[src/rtl/busstat_pkg.sv]
package busstat_pkg;

    localparam int SIZE_CODE_W = 3;
    localparam int N_SIZE_EV   = 6;
    localparam int N_TYPE_EV   = 4;

    typedef enum logic [1:0] {
        TR_IDLE = 2'd0,
        TR_BUSY = 2'd1,
        TR_NSEQ = 2'd2,
        TR_SEQ  = 2'd3
    } trans_e;

    typedef enum logic [1:0] {
        RS_OKAY  = 2'd0,
        RS_ERROR = 2'd1,
        RS_RETRY = 2'd2,
        RS_SPLIT = 2'd3
    } resp_e;

    typedef struct packed {
        logic [N_TYPE_EV-1:0] kind;   // one-hot, indexed by trans_e
        logic                 rd;
        logic                 wr;
        logic [N_SIZE_EV-1:0] size;
    } xfer_ev_t;

    typedef struct packed {
        logic wt;
        logic retry;
        logic split;
    } resp_ev_t;

    typedef struct packed {
        xfer_ev_t xfer;
        resp_ev_t resp;
    } bus_ev_t;

    function automatic logic is_active(input trans_e t);
        return (t == TR_NSEQ) || (t == TR_SEQ);
    endfunction

endpackage

[src/rtl/bse_xfer_decode.sv]
module bse_xfer_decode
    import busstat_pkg::*;
#(
    parameter int SW = SIZE_CODE_W,
    parameter int NS = N_SIZE_EV
) (
    input  logic [1:0]    htrans,
    input  logic          hready,
    input  logic          hwrite,
    input  logic [SW-1:0] hsize,
    output xfer_ev_t      ev
);
    trans_e tr;
    logic   act;

    assign tr  = trans_e'(htrans);
    assign act = hready && is_active(tr);

    genvar k;
    generate
        for (k = 0; k < N_TYPE_EV; k++) begin : g_kind
            assign ev.kind[k] = hready && (htrans == k[1:0]);
        end
        for (k = 0; k < NS; k++) begin : g_size
            assign ev.size[k] = act && (hsize == k[SW-1:0]);
        end
    endgenerate

    assign ev.rd = act && !hwrite;
    assign ev.wr = act && hwrite;
endmodule

[src/rtl/bse_resp_decode.sv]
module bse_resp_decode
    import busstat_pkg::*;
(
    input  logic     hready,
    input  logic [1:0] hresp,
    output resp_ev_t ev
);
    resp_e rs;
    assign rs = resp_e'(hresp);

    always_comb begin
        ev       = '0;
        ev.wt    = !hready && (rs == RS_OKAY);
        ev.retry = hready && (rs == RS_RETRY);
        ev.split = hready && (rs == RS_SPLIT);
    end
endmodule

[src/rtl/bse_gate_reg.sv]
module bse_gate_reg
    import busstat_pkg::*;
(
    input  logic    clk,
    input  logic    rst,
    input  logic    cut,
    input  bus_ev_t ev_in,
    output bus_ev_t ev_q
);
    always_ff @(posedge clk) begin
        if (rst || cut) ev_q <= '0;
        else            ev_q <= ev_in;
    end
endmodule

[src/rtl/busstat_evgen.sv]
module busstat_evgen
    import busstat_pkg::*;
(
    input  logic                  clk,
    input  logic                  rst,
    input  logic [1:0]            htrans,
    input  logic                  hready,
    input  logic                  hwrite,
    input  logic [SIZE_CODE_W-1:0] hsize,
    input  logic [1:0]            hresp,
    input  logic                  filt_en,
    input  logic                  filt_reject,
    output logic                  ev_idle,
    output logic                  ev_busy,
    output logic                  ev_nseq,
    output logic                  ev_seq,
    output logic                  ev_read,
    output logic                  ev_write,
    output logic [N_SIZE_EV-1:0]  ev_size,
    output logic                  ev_wait,
    output logic                  ev_retry,
    output logic                  ev_split
);
    xfer_ev_t xf;
    resp_ev_t rp;
    bus_ev_t  comb_ev;
    bus_ev_t  reg_ev;
    logic     cut;

    bse_xfer_decode #(.SW(SIZE_CODE_W), .NS(N_SIZE_EV)) u_xfer (
        .htrans (htrans),
        .hready (hready),
        .hwrite (hwrite),
        .hsize  (hsize),
        .ev     (xf)
    );

    bse_resp_decode u_resp (
        .hready (hready),
        .hresp  (hresp),
        .ev     (rp)
    );

    assign cut          = filt_en && filt_reject;
    assign comb_ev.xfer = xf;
    assign comb_ev.resp = rp;

    bse_gate_reg u_out (
        .clk   (clk),
        .rst   (rst),
        .cut   (cut),
        .ev_in (comb_ev),
        .ev_q  (reg_ev)
    );

    assign ev_idle  = reg_ev.xfer.kind[TR_IDLE];
    assign ev_busy  = reg_ev.xfer.kind[TR_BUSY];
    assign ev_nseq  = reg_ev.xfer.kind[TR_NSEQ];
    assign ev_seq   = reg_ev.xfer.kind[TR_SEQ];
    assign ev_read  = reg_ev.xfer.rd;
    assign ev_write = reg_ev.xfer.wr;
    assign ev_size  = reg_ev.xfer.size;
    assign ev_wait  = reg_ev.resp.wt;
    assign ev_retry = reg_ev.resp.retry;
    assign ev_split = reg_ev.resp.split;
endmodule

[config.mk]
export PLATFORM = sky130hd
export DESIGN_NAME = busstat_evgen
export DESIGN_NICKNAME = d
export VERILOG_FILES = /design/src/rtl/busstat_pkg.sv /design/src/rtl/bse_xfer_decode.sv /design/src/rtl/bse_resp_decode.sv /design/src/rtl/bse_gate_reg.sv /design/src/rtl/busstat_evgen.sv
export SDC_FILE = /design/constraint.sdc
export NUM_CORES = 1
export LEC_CHECK = 0
export BUFFER_PORTS_ARGS = -buffer_cell sky130_fd_sc_hd__clkbuf_2
export CAP_MARGIN = 30
export CORE_MARGIN = 10
export CORE_UTILIZATION = 30
export DETAILED_ROUTE_END_ITERATION = 12
export PLACE_DENSITY = 0.69
export SYNTH_ARGS = -nofsm -noshare
export SYNTH_HDL_FRONTEND = slang
export SYNTH_SLANG_ARGS = --single-unit
[constraint.sdc]
create_clock -name clk -period 1.1 [get_ports clk]
set_input_delay 0.055 -clock clk [delete_from_list [all_inputs] [get_ports clk]]
set_output_delay 0.055 -clock clk [all_outputs]
set_load 0.005 [all_outputs]
-- Word level (Yosys, flattened, before mapping)
Index checks and enable logic that the tools add are counted.
- $add $sub $neg: 0
- multipliers: 0
- divide/modulo/power cells: 0
- magnitude comparators: 0
- eq/ne operators: 10
- shifts and indexed selects: 0
- multiplexer cells: 0
- bitwise operators: 0
- reduce and logical (&&, ||, !) cells: 24
- operators with widths (cell ; number):
    $logic_and 1x1->1 ; 17
    $eq 2x2->1 const B ; 4
    $eq 3x2->1 const B ; 2
    $eq 3x3->1 const B ; 2
    $logic_not 2->1 ; 2
    $eq 3x1->1 const B ; 1
    $logic_not 3->1 ; 1
    $eq 2x1->1 const B ; 1
    $logic_not 1->1 ; 2
    $logic_or 1x1->1 ; 2
- flip-flop bits (word level): 15
- bits in latches: 0
- bits in writable memories: 0
- bits in read-only memories: 0
- output and inout bits: 15
- memories kept: 0

-- Logic depth before layout (Yosys ltp)
Gate-level depths: netlist (run 1).
- word-level depth: 4
- depth in mapped cells: 3
- depth with buffers taken out: 2

-- By module
Synthesis (run 1) repeated with hierarchy kept, for this count alone.
- cells, all modules: 53
- area, all modules: 616.8 µm²
- by module, submodules not included (module ; instances ; cells each ; area each (µm²) ; seq. area each (µm²)):
    bse_gate_reg ; 1 ; 32 ; 485.5 ; 300.3
    bse_xfer_decode ; 1 ; 17 ; 103.8 ; 0.0
    bse_resp_decode ; 1 ; 3 ; 21.3 ; 0.0
    busstat_evgen ; 1 ; 1 ; 6.3 ; 0.0

-- Worst setup path after synthesis (run 1)
Ideal clock, no wire load.
- kind: input to register
- start: input filt_en
- end: register u_out.ev_q[6] in the netlist's numbering
- library setup time: 0.088 ns
- arrival time: 0.644 ns
- slack: 0.368 ns
- stages on the path: 3
- path through: a21o_1 buf_6 nor4_4
- cells in the longest elaborated chain, start to end: 2
- ends and longest elaborated chain (item ; RTL line ; source):
    start: declaration ; busstat_evgen.sv:11 ; input logic filt_en,
    $logic_and 1x1->1 ; busstat_evgen.sv:44 ; assign cut = filt_en && filt_reject;
    $logic_or 1x1->1 ; bse_gate_reg.sv:11 ; if (rst || cut) ev_q <= '0;
    end signal: assignment ; bse_gate_reg.sv:12 ; else ev_q <= ev_in;
    end: declaration ; bse_gate_reg.sv:8 ; output bus_ev_t ev_q
Every way passes these cells.
A chain may end at the register's enable or synchronous reset.

-- Worst setup path in the final report (run 1)
- start: input hsize[0]
- end: register u_out.ev_q[3] in the netlist's numbering
- cells in the longest elaborated chain, start to end: 2
- ends and longest elaborated chain (item ; RTL line ; source):
    start: declaration ; busstat_evgen.sv:9 ; input logic [SIZE_CODE_W-1:0] hsize,
    $logic_not 3->1 ; bse_xfer_decode.sv:25 ; assign ev.size[k] = act && (hsize == k[SW-1:0]);
    $logic_and 1x1->1 ; bse_xfer_decode.sv:25 ;
Every way passes these cells.

==> impl_metrics.env, run 1 <==
export IMPL_antenna_found_initial=0
export IMPL_cts_setup_buffers=0
export IMPL_route_met2_wl_um=624
export IMPL_cts_root_buffer="clkbuf_4"
export IMPL_required_ns=1.29
export IMPL_final_hold_viol_count=0
export IMPL_syn_cell_area_um2=516.7
export IMPL_final_area_um2=735.7
export IMPL_grt_max_degree=16
export IMPL_synth_top_area_share_pct=58.11
export IMPL_nets=94
export IMPL_critical_path_max_fanout=4
export IMPL_cp_top_family="buffers and inverters"
export IMPL_final_common_cell="clkbuf_2"
export IMPL_syn_to_final_growth_pct=42.37
export IMPL_drt_total_wl_um=1221
export IMPL_cp_slowest_cell="dlygate4sd3_1"
export IMPL_rsz0062_at_grt="false"
export IMPL_globalplace_congestion=0.7251
export IMPL_drt_iter0_drc=9
export IMPL_wl_met1_um=453
export IMPL_clkSinkCount=15
export IMPL_synth_cell_types=14
export IMPL_fmax_mhz=954.6
export IMPL_io_buffers=27
export IMPL_period_share_pct=95.23
export IMPL_synthAdderAreaFrac_pct=0
export IMPL_hold_path_class="input pin to flop"
export IMPL_report_final_slew_viol_count=0
export IMPL_drive_above_1_share_pct=45.00
export IMPL_antenna_cells=0
export IMPL_chipHeight_um=61.50
export IMPL_ys_ff_latch=15
export IMPL_synthTopCellsByArea="dfxtp_1 58%, nor4_1 11%, nor4b_4 4.6%, buf_6 4.4%, nor4_4 4.1%"
export IMPL_synth_simple_area_share_pct=33.90
export IMPL_maxCapViolations=0
export IMPL_grt_pass1_vias=420
export IMPL_p_per_area_nw_per_um2=1307
export IMPL_top_layer="met4"
export IMPL_wl_per_cell_um=12.72
export IMPL_setup_viol=0
export IMPL_instances_no_fill=96
export IMPL_synthXorXnorAreaFrac_pct=0
export IMPL_cts_tree="yes"
export IMPL_end_kind="flop"
export IMPL_grt_pass1_wl_um=1856
export IMPL_layout_common_cells="27 x clkbuf_2, 15 x dfxtp_1, 9 x nor4_1"
export IMPL_wl_met3_um=101
export IMPL_vias_per_cell=4.646
export IMPL_ios=28
export IMPL_ys_seq_area_share_pct=58.11
export IMPL_start_util_pct=33.15
export IMPL_globalRouteTotalUtil_pct=6.894
export IMPL_vias=446
export IMPL_clk_pin_slew_ns=0.08
export IMPL_synth_top_family_by_area="simple AND/OR/NAND/NOR gates"
export IMPL_path_class="input pin to flop"
export IMPL_core_rowCount=14
export IMPL_ant_nets=0
export IMPL_critical_path_cell_chain="dlygate4sd3_1 > clkbuf_2 > or2_2 > nor4_1"
export IMPL_synth_warnings=0
export IMPL_period_minus_slack_ns=1.048
export IMPL_firstDrtPassIters=2
export IMPL_syn_mean_instance_area_um2=11.48
export IMPL_place_hpwl_um=988.1
export IMPL_dieArea_um2=3782
export IMPL_cts_buffers=3
export IMPL_regMostFlops="u_out.ev_q"
export IMPL_maxSlewHeadroom_pct=62.25
export IMPL_path_buf_inv=2
export IMPL_grt_overflow=0
export IMPL_postPlaceCellArea_um2=649.4
export IMPL_worst_ep_arrival_time_ns=1.24
export IMPL_synth_compound_area_share_pct=1.453
export IMPL_core_um2=1559
export IMPL_fin_tns_setup_ns=0
export IMPL_dieWidth_um=61.50
export IMPL_p_leak_nw=0.3386
export IMPL_synth_cells=45
export IMPL_largestRegisters="u_out.ev_q x15"
export IMPL_syn_nets=58
export IMPL_critPathMaxStageDelay_ns=0.53
export IMPL_synth_top_area_cell="dfxtp_1"
export IMPL_cts_path_max_buffers=2
export IMPL_worst_setup_path_start_kind="input pin"
export IMPL_ir_drop_uv=551.7
export IMPL_cts_htree_levels=1
export IMPL_synthMuxAreaShare_pct=0
export IMPL_outcome="finished, final reports clean"
export IMPL_placed_cells=86
export IMPL_drc=0
export IMPL_largest_reg_flops=15
export IMPL_worst_pin_slew_ns=0.5662
-- cell usage after synthesis --
| cell | count |
|---|---|
| a21o_1 | 1 |
| buf_6 | 2 |
| dfxtp_1 | 15 |
| inv_1 | 2 |
| inv_2 | 1 |
| nand2_1 | 5 |
| nand2b_1 | 2 |
| nand2b_2 | 1 |
| nor3_1 | 3 |
| nor4_1 | 9 |
| nor4_2 | 1 |
| nor4_4 | 1 |
| nor4b_4 | 1 |
| or2_2 | 1 |
-- worst paths after layout --
check	from	endpoint	slack, ns	cells past startpoint
worst min-delay path	hsize[2]	u_out.ev_q[8]$_SDFF_PP0_	0.007	3
worst max-delay path	hsize[0]	u_out.ev_q[3]$_SDFF_PP0_	0.05	4
-- per-layer routing --
layer,GRT usage [%],vias to the layer above
li1,-,232
met3,2.469,5
met5,0,-
met1,6.199,192
met2,11.71,17
met4,6.688,0
-- final cells by class --
| type | instances | area [um^2] |
|---|---|---|
| multi-input combinational | 25 | 182.7 |
| clock buffer | 4 | 26.28 |
| fill | 149 | 823.3 |
| sequential | 15 | 300.3 |
| tap | 16 | 20.02 |
| inverter | 3 | 11.26 |
| timing repair buffer | 33 | 195.2 |
-- logic make-up (layout without fill, tap and decap cells) --
group / count (synthesis) / after routing
buffers and inverters: 5 / 40
DFF: 15 / 15
AOI/OAI and AO/OA: 1 / 1
and+or+nand+nor: 24 / 24
-- where the power goes --
part / leakage (nW) / switching, mW / internal, mW
Clock: 0.0150 / 0.156 / 0.141
Combinational: 0.202 / 0.0594 / 0.0513
Sequential: 0.121 / 0.00208 / 0.552
Total: 0.339 / 0.218 / 0.744
-- stage by stage --
| step | worst slack [ns] | hold WS [ns] | total power [mW] | utilization, % |
|---|---|---|---|---|
| after floorplan | 0.3681 | 0.1288 | 0.6230 | - |
| after global placement | 0.2173 | 0.2531 | 0.6603 | 41.65 |
| after detailed placement | 0.1684 | 0.2563 | 0.6623 | 41.65 |
| after CTS | 0.06219 | 0.0002528 | 0.9730 | 47.19 |
| after global routing | 0.03552 | 0.01763 | 1.000 | 47.19 |
| final | 0.05249 | 0.007027 | 0.9618 | 47.19 |
-- what timing repair did --
| item | in CTS | in global routing |
|---|---|---|
| gates resized for setup | 0 | 0 |
| endpoints found under the hold margin | 6 | 0 |
| hold buffers | 6 | 0 |
(Power assumes the default switching activity.)
==> run 2, diff against run 1 <==
- PLACE_DENSITY: 0.69 -> default
==> run 2 against run 1 <==
Non-clock buffer count is the same. Combinational power is essentially flat. Clock power grew 2%. Via count grew 1.3%. Final cell count is the same. Fmax grew 8.6%. Count of clock-buffer cells in the layout is the same. Core utilization grew 0.40 points. Sequential share of layout area shrank 0.34 points. Largest cell class unchanged.
==> impl_metrics.env, run 2 (synthesized netlist as in run 1, its figures left out) <==
export IMPL_ant_nets=0
export IMPL_critical_path_max_fanout=4
export IMPL_globalRouteTotalUtil_pct=6.808
export IMPL_cts_root_buffer="clkbuf_4"
export IMPL_nets=94
export IMPL_grt_pass1_vias=414
export IMPL_drive_above_1_share_pct=46.25
export IMPL_cp_top_family="buffers and inverters"
export IMPL_final_hold_viol_count=0
export IMPL_place_hpwl_um=923.6
export IMPL_hold_path_class="input pin to flop"
export IMPL_p_per_area_nw_per_um2=1309
export IMPL_grt_pass1_wl_um=1911
export IMPL_cts_setup_buffers=0
export IMPL_clockPowerShare_pct=31.3
export IMPL_fill_cells=159
export IMPL_layout_common_cells="27 x clkbuf_2, 15 x dfxtp_1, 8 x nor4_1"
export IMPL_firstDrtPassIters=4
export IMPL_power_total_mw=0.9710
export IMPL_p_int_mw=0.7440
export IMPL_syn_to_final_growth_pct=43.58
export IMPL_clk_pin_slew_ns=0.09
export IMPL_cts_path_max_buffers=2
export IMPL_rsz0062_at_grt="false"
export IMPL_maxCapViolations=0
export IMPL_grt_max_degree=16
export IMPL_wl_per_cell_um=13.02
export IMPL_p_seq_share_pct=57.1
export IMPL_io_buffers=27
export IMPL_path_buf_inv=2
export IMPL_period_share_pct=87.66
export IMPL_grt_overflow=0
export IMPL_ios=28
export IMPL_critical_path_depth=4
export IMPL_regMostFlops="u_out.ev_q"
export IMPL_drt_iter0_drc=4
export IMPL_largestRegisters="u_out.ev_q x15"
export IMPL_cts_buffers=3
export IMPL_cp_slowest_cell="dlygate4sd3_1"
export IMPL_worst_setup_path_start_kind="input pin"
export IMPL_setup_viol=0
export IMPL_fin_tns_setup_ns=0
export IMPL_core_rowCount=14
export IMPL_path_class="input pin to flop"
export IMPL_drt_total_wl_um=1250
export IMPL_chipHeight_um=61.50
export IMPL_worst_slack_ns=0.1357
export IMPL_holdPathStages=3
export IMPL_required_ns=1.30
export IMPL_antenna_cells=0
export IMPL_p_leak_nw=0.3388
export IMPL_dieWidth_um=61.50
export IMPL_ir_drop_uv=473.8
export IMPL_cts_tree="yes"
export IMPL_p_comb_share_pct=11.6
export IMPL_antenna_found_initial=0
export IMPL_post_place_ws_ns=0.1778
export IMPL_drc=0
export IMPL_maxSlewHeadroom_pct=60.24
export IMPL_outcome="finished, final reports clean"
export IMPL_period_minus_slack_ns=0.9643
export IMPL_holdWs_ns=0.01728
export IMPL_critical_path_cell_chain="dlygate4sd3_1 > clkbuf_2 > or2_2 > nor4_2"
export IMPL_worst_ep_arrival_time_ns=1.16
export IMPL_worst_pin_slew_ns=0.5964
export IMPL_vias=452
export IMPL_final_common_cell="clkbuf_2"
export IMPL_switching_share_pct=23.38
export IMPL_clkSinkCount=15
export IMPL_vias_per_cell=4.708
export IMPL_end_kind="flop"
export IMPL_instances_no_fill=96
export IMPL_largest_reg_flops=15
export IMPL_globalplace_congestion=0.7267
export IMPL_fmax_mhz=1037
export IMPL_report_final_slew_viol_count=0
export IMPL_critPathMaxStageDelay_ns=0.53
export IMPL_placed_cells=86
export IMPL_start_util_pct=33.15
export IMPL_dieArea_um2=3782
export IMPL_core_um2=1559
export IMPL_p_switching_mw=0.2270
export IMPL_cts_htree_levels=1
## run 2: cell count changes in the layout (fill, tap and decap cells not counted)
cell / before / now
nor4_2: 1 / 2
nor4_1: 9 / 8
## run 2: power groups by stage
stage,combinational (mW),clock [mW],sequential (mW)
CTS,0.111,0.314,0.555
floorplan,0.0545,0,0.569
global route,0.124,0.345,0.556
detailed placement,0.0942,0,0.567
global placement,0.0944,0,0.567
finish,0.113,0.304,0.554
## run 2: path summary, 6_finish.rpt
path | end | from
worst max-delay path | u_out.ev_q[5]$_SDFF_PP0_ | hsize[0]
worst min-delay path | u_out.ev_q[8]$_SDFF_PP0_ | hsize[2]
## run 2: layer usage
metal / routed length (um) / part of all wire (%) / global-route usage, %
met1: 605 / 48 / 8.762
met2: 464 / 37 / 8.492
met3: 142 / 11 / 2.675
met4: 38 / 3.0 / 5.732
met5: 0 / 0 / 0
## run 2: what timing repair did
action	CTS	global route
gates resized for setup	0	1
setup endpoints to repair	0	1
hold endpoints to repair	7	0
hold buffers	6	0
## run 2: cell type report
| cell class | count | area (um^2) | share of cell area [%] |
|---|---|---|---|
| tap | 16 | 20.02 | 2.698 |
| multi-input combinational | 25 | 188.9 | 25.46 |
| inverter | 3 | 11.26 | 1.518 |
| timing repair buffer | 33 | 195.2 | 26.31 |
| clock buffer | 4 | 26.28 | 3.541 |
| sequential | 15 | 300.3 | 40.47 |
## run 2: metrics by stage
stage / util (%) / area, um^2
floorplan: - / 516.7
finish: 47.59 / 742.0
global placement: 41.65 / 649.4
CTS: 47.19 / 735.7
detailed placement: 41.65 / 649.4
global route: 47.59 / 742.0
==> run 3, diff against run 2 <==
--- a/config.mk
+++ b/config.mk
@@ -6,9 +6,9 @@
 export NUM_CORES = 1
 export LEC_CHECK = 0
-export BUFFER_PORTS_ARGS = -buffer_cell sky130_fd_sc_hd__clkbuf_2
 export CAP_MARGIN = 30
 export CORE_MARGIN = 10
 export CORE_UTILIZATION = 30
 export DETAILED_ROUTE_END_ITERATION = 12
+export DONT_BUFFER_PORTS = 1
 export SYNTH_ARGS = -nofsm -noshare
 export SYNTH_HDL_FRONTEND = slang
==> constraint.sdc (replaced) <==
create_clock -name clk -period 1.1 [get_ports clk]
set_input_delay 0 -clock clk [delete_from_list [all_inputs] [get_ports clk]]
set_output_delay 0 -clock clk [all_outputs]
set_load 0.005 [all_outputs]
==> run 3 against run 2 <==
Die area is the same. Power shrank 3.5%. Critical path depth shrank 1. Clock power shrank 4%. Flip-flop and latch count is the same. Sequential power is essentially flat. First-iteration DRC count shrank 75%. Hold slack gained 0.056 ns. Count of clock-buffer cells in the layout is the same. Wire length shrank 6.3%. Largest cell class unchanged.
==> impl_metrics.env, run 3 (synthesized netlist as in run 1, its figures left out) <==
export IMPL_maxSlewHeadroom_pct=61.51
export IMPL_wl_per_cell_um=16.26
export IMPL_firstDrtPassIters=4
export IMPL_regMostFlops="u_out.ev_q"
export IMPL_period_share_pct=86.83
export IMPL_antenna_found_initial=0
export IMPL_report_final_slew_viol_count=0
export IMPL_worst_slack_ns=0.1448
export IMPL_cts_buffers=3
export IMPL_period_minus_slack_ns=0.9552
export IMPL_placed_cells=59
export IMPL_clkSinkCount=15
export IMPL_largestRegisters="u_out.ev_q x15"
export IMPL_end_kind="flop"
export IMPL_ios=28
export IMPL_dieWidth_um=61.50
export IMPL_final_common_cell="dfxtp_1"
export IMPL_nets=70
export IMPL_start_util_pct=33.15
export IMPL_cts_path_max_buffers=2
export IMPL_drc=0
export IMPL_rsz0062_at_grt="false"
export IMPL_path_class="input pin to flop"
export IMPL_critPathMaxStageDelay_ns=0.73
export IMPL_worst_pin_slew_ns=0.5773
export IMPL_grt_pass1_wl_um=1938
export IMPL_drive_above_1_share_pct=16.07
export IMPL_globalplace_congestion=0.6134
export IMPL_grt_pass1_vias=399
export IMPL_cts_tree="yes"
export IMPL_drt_total_wl_um=1171
export IMPL_antenna_cells=0
export IMPL_worst_setup_path_start_kind="input pin"
export IMPL_outcome="finished, final reports clean"
export IMPL_worst_ep_arrival_time_ns=1.14
export IMPL_critical_path_cell_chain="dlygate4sd3_1 > nand2_1 > nor4_2"
export IMPL_globalRouteTotalUtil_pct=7.128
export IMPL_layout_common_cells="15 x dfxtp_1, 9 x nor4_1, 9 x dlygate4sd3_1"
export IMPL_p_per_area_nw_per_um2=1486
export IMPL_ant_nets=0
export IMPL_io_buffers=0
export IMPL_p_leak_nw=0.2320
export IMPL_core_rowCount=14
export IMPL_hold_path_class="input pin to flop"
export IMPL_fin_tns_setup_ns=0
export IMPL_largest_reg_flops=15
export IMPL_place_hpwl_um=885.4
export IMPL_instances_no_fill=72
export IMPL_final_hold_viol_count=0
export IMPL_chipHeight_um=61.50
export IMPL_setup_viol=0
export IMPL_vias_per_cell=5.236
export IMPL_fmax_mhz=1047
export IMPL_drt_iter0_drc=1
export IMPL_cp_slowest_cell="dlygate4sd3_1"
export IMPL_syn_to_final_growth_pct=22.03
export IMPL_vias=377
export IMPL_ir_drop_uv=689.4
export IMPL_dieArea_um2=3782
export IMPL_cts_root_buffer="clkbuf_4"
export IMPL_post_route_util_pct=40.45
export IMPL_maxCapViolations=0
export IMPL_core_um2=1559
export IMPL_grt_max_degree=16
export IMPL_cts_htree_levels=1
export IMPL_clk_pin_slew_ns=0.08
export IMPL_required_ns=1.29
export IMPL_post_place_ws_ns=0.2767
export IMPL_grt_overflow=0
export IMPL_critical_path_max_fanout=7
-- run 3: cell count changes in the layout (fill, tap and decap cells not counted), sizes merged --
| cell | delta |
|---|---|
| clkbuf | -27 |
| dlygate4sd3 | +3 |
-- run 3: where the power goes --
group          switching [mW]  leakage (nW)  internal [mW]
Combinational          0.0514        0.0956         0.0381
Clock                   0.150        0.0150          0.140
Sequential            0.00508         0.121          0.552
Total                   0.207         0.232          0.730
-- run 3: what timing repair did --
item,CTS,global route
endpoints found under the hold margin,15,0
hold buffers,9,0
setup buffers,0,0
gates resized for setup,0,0
-- run 3: per-stage QoR --
stage	cell area, um^2	power (mW)	hold WS, ns
after CTS	630.6	0.9556	0.05751
final	630.6	0.9372	0.07356
after global routing	630.6	1.003	0.07592
after detailed placement	514.2	0.6238	0.07733
after global placement	514.2	0.6220	0.07695
after floorplan	516.7	0.6230	0.07380
-- run 3: final timing paths --
check                     start                        end  slack (ns)  depth (start not counted)
worst min-delay path     hready  u_out.ev_q[12]$_SDFF_PP0_        0.07                          2
worst max-delay path  htrans[1]   u_out.ev_q[5]$_SDFF_PP0_        0.14                          3
-- run 3: worst max-delay path: cells and delay by family --
kind	cells	cell delay (ns)
simple gates	2	0.41
buf+inv	1	0.73
-- run 3: area by class of cell --
cell class	count	area, um^2
clock buffer	4	26.28
inverter	3	11.26
timing repair buffer	9	90.09
sequential	15	300.3
multi-input combinational	25	182.7
tap	16	20.02
fill	157	928.4
-- run 3: per-layer routing --
| layer | wire length (um) | GRT usage [%] | vias to the layer above | share of wire, % |
|---|---|---|---|---|
| li1 | - | - | 185 | - |
| met1 | 486 | 8.023 | 166 | 42 |
| met2 | 452 | 8.638 | 24 | 39 |
| met3 | 204 | 6.584 | 2 | 17 |
| met4 | 27 | 3.822 | 0 | 2.3 |
| met5 | 0 | 0 | - | 0 |
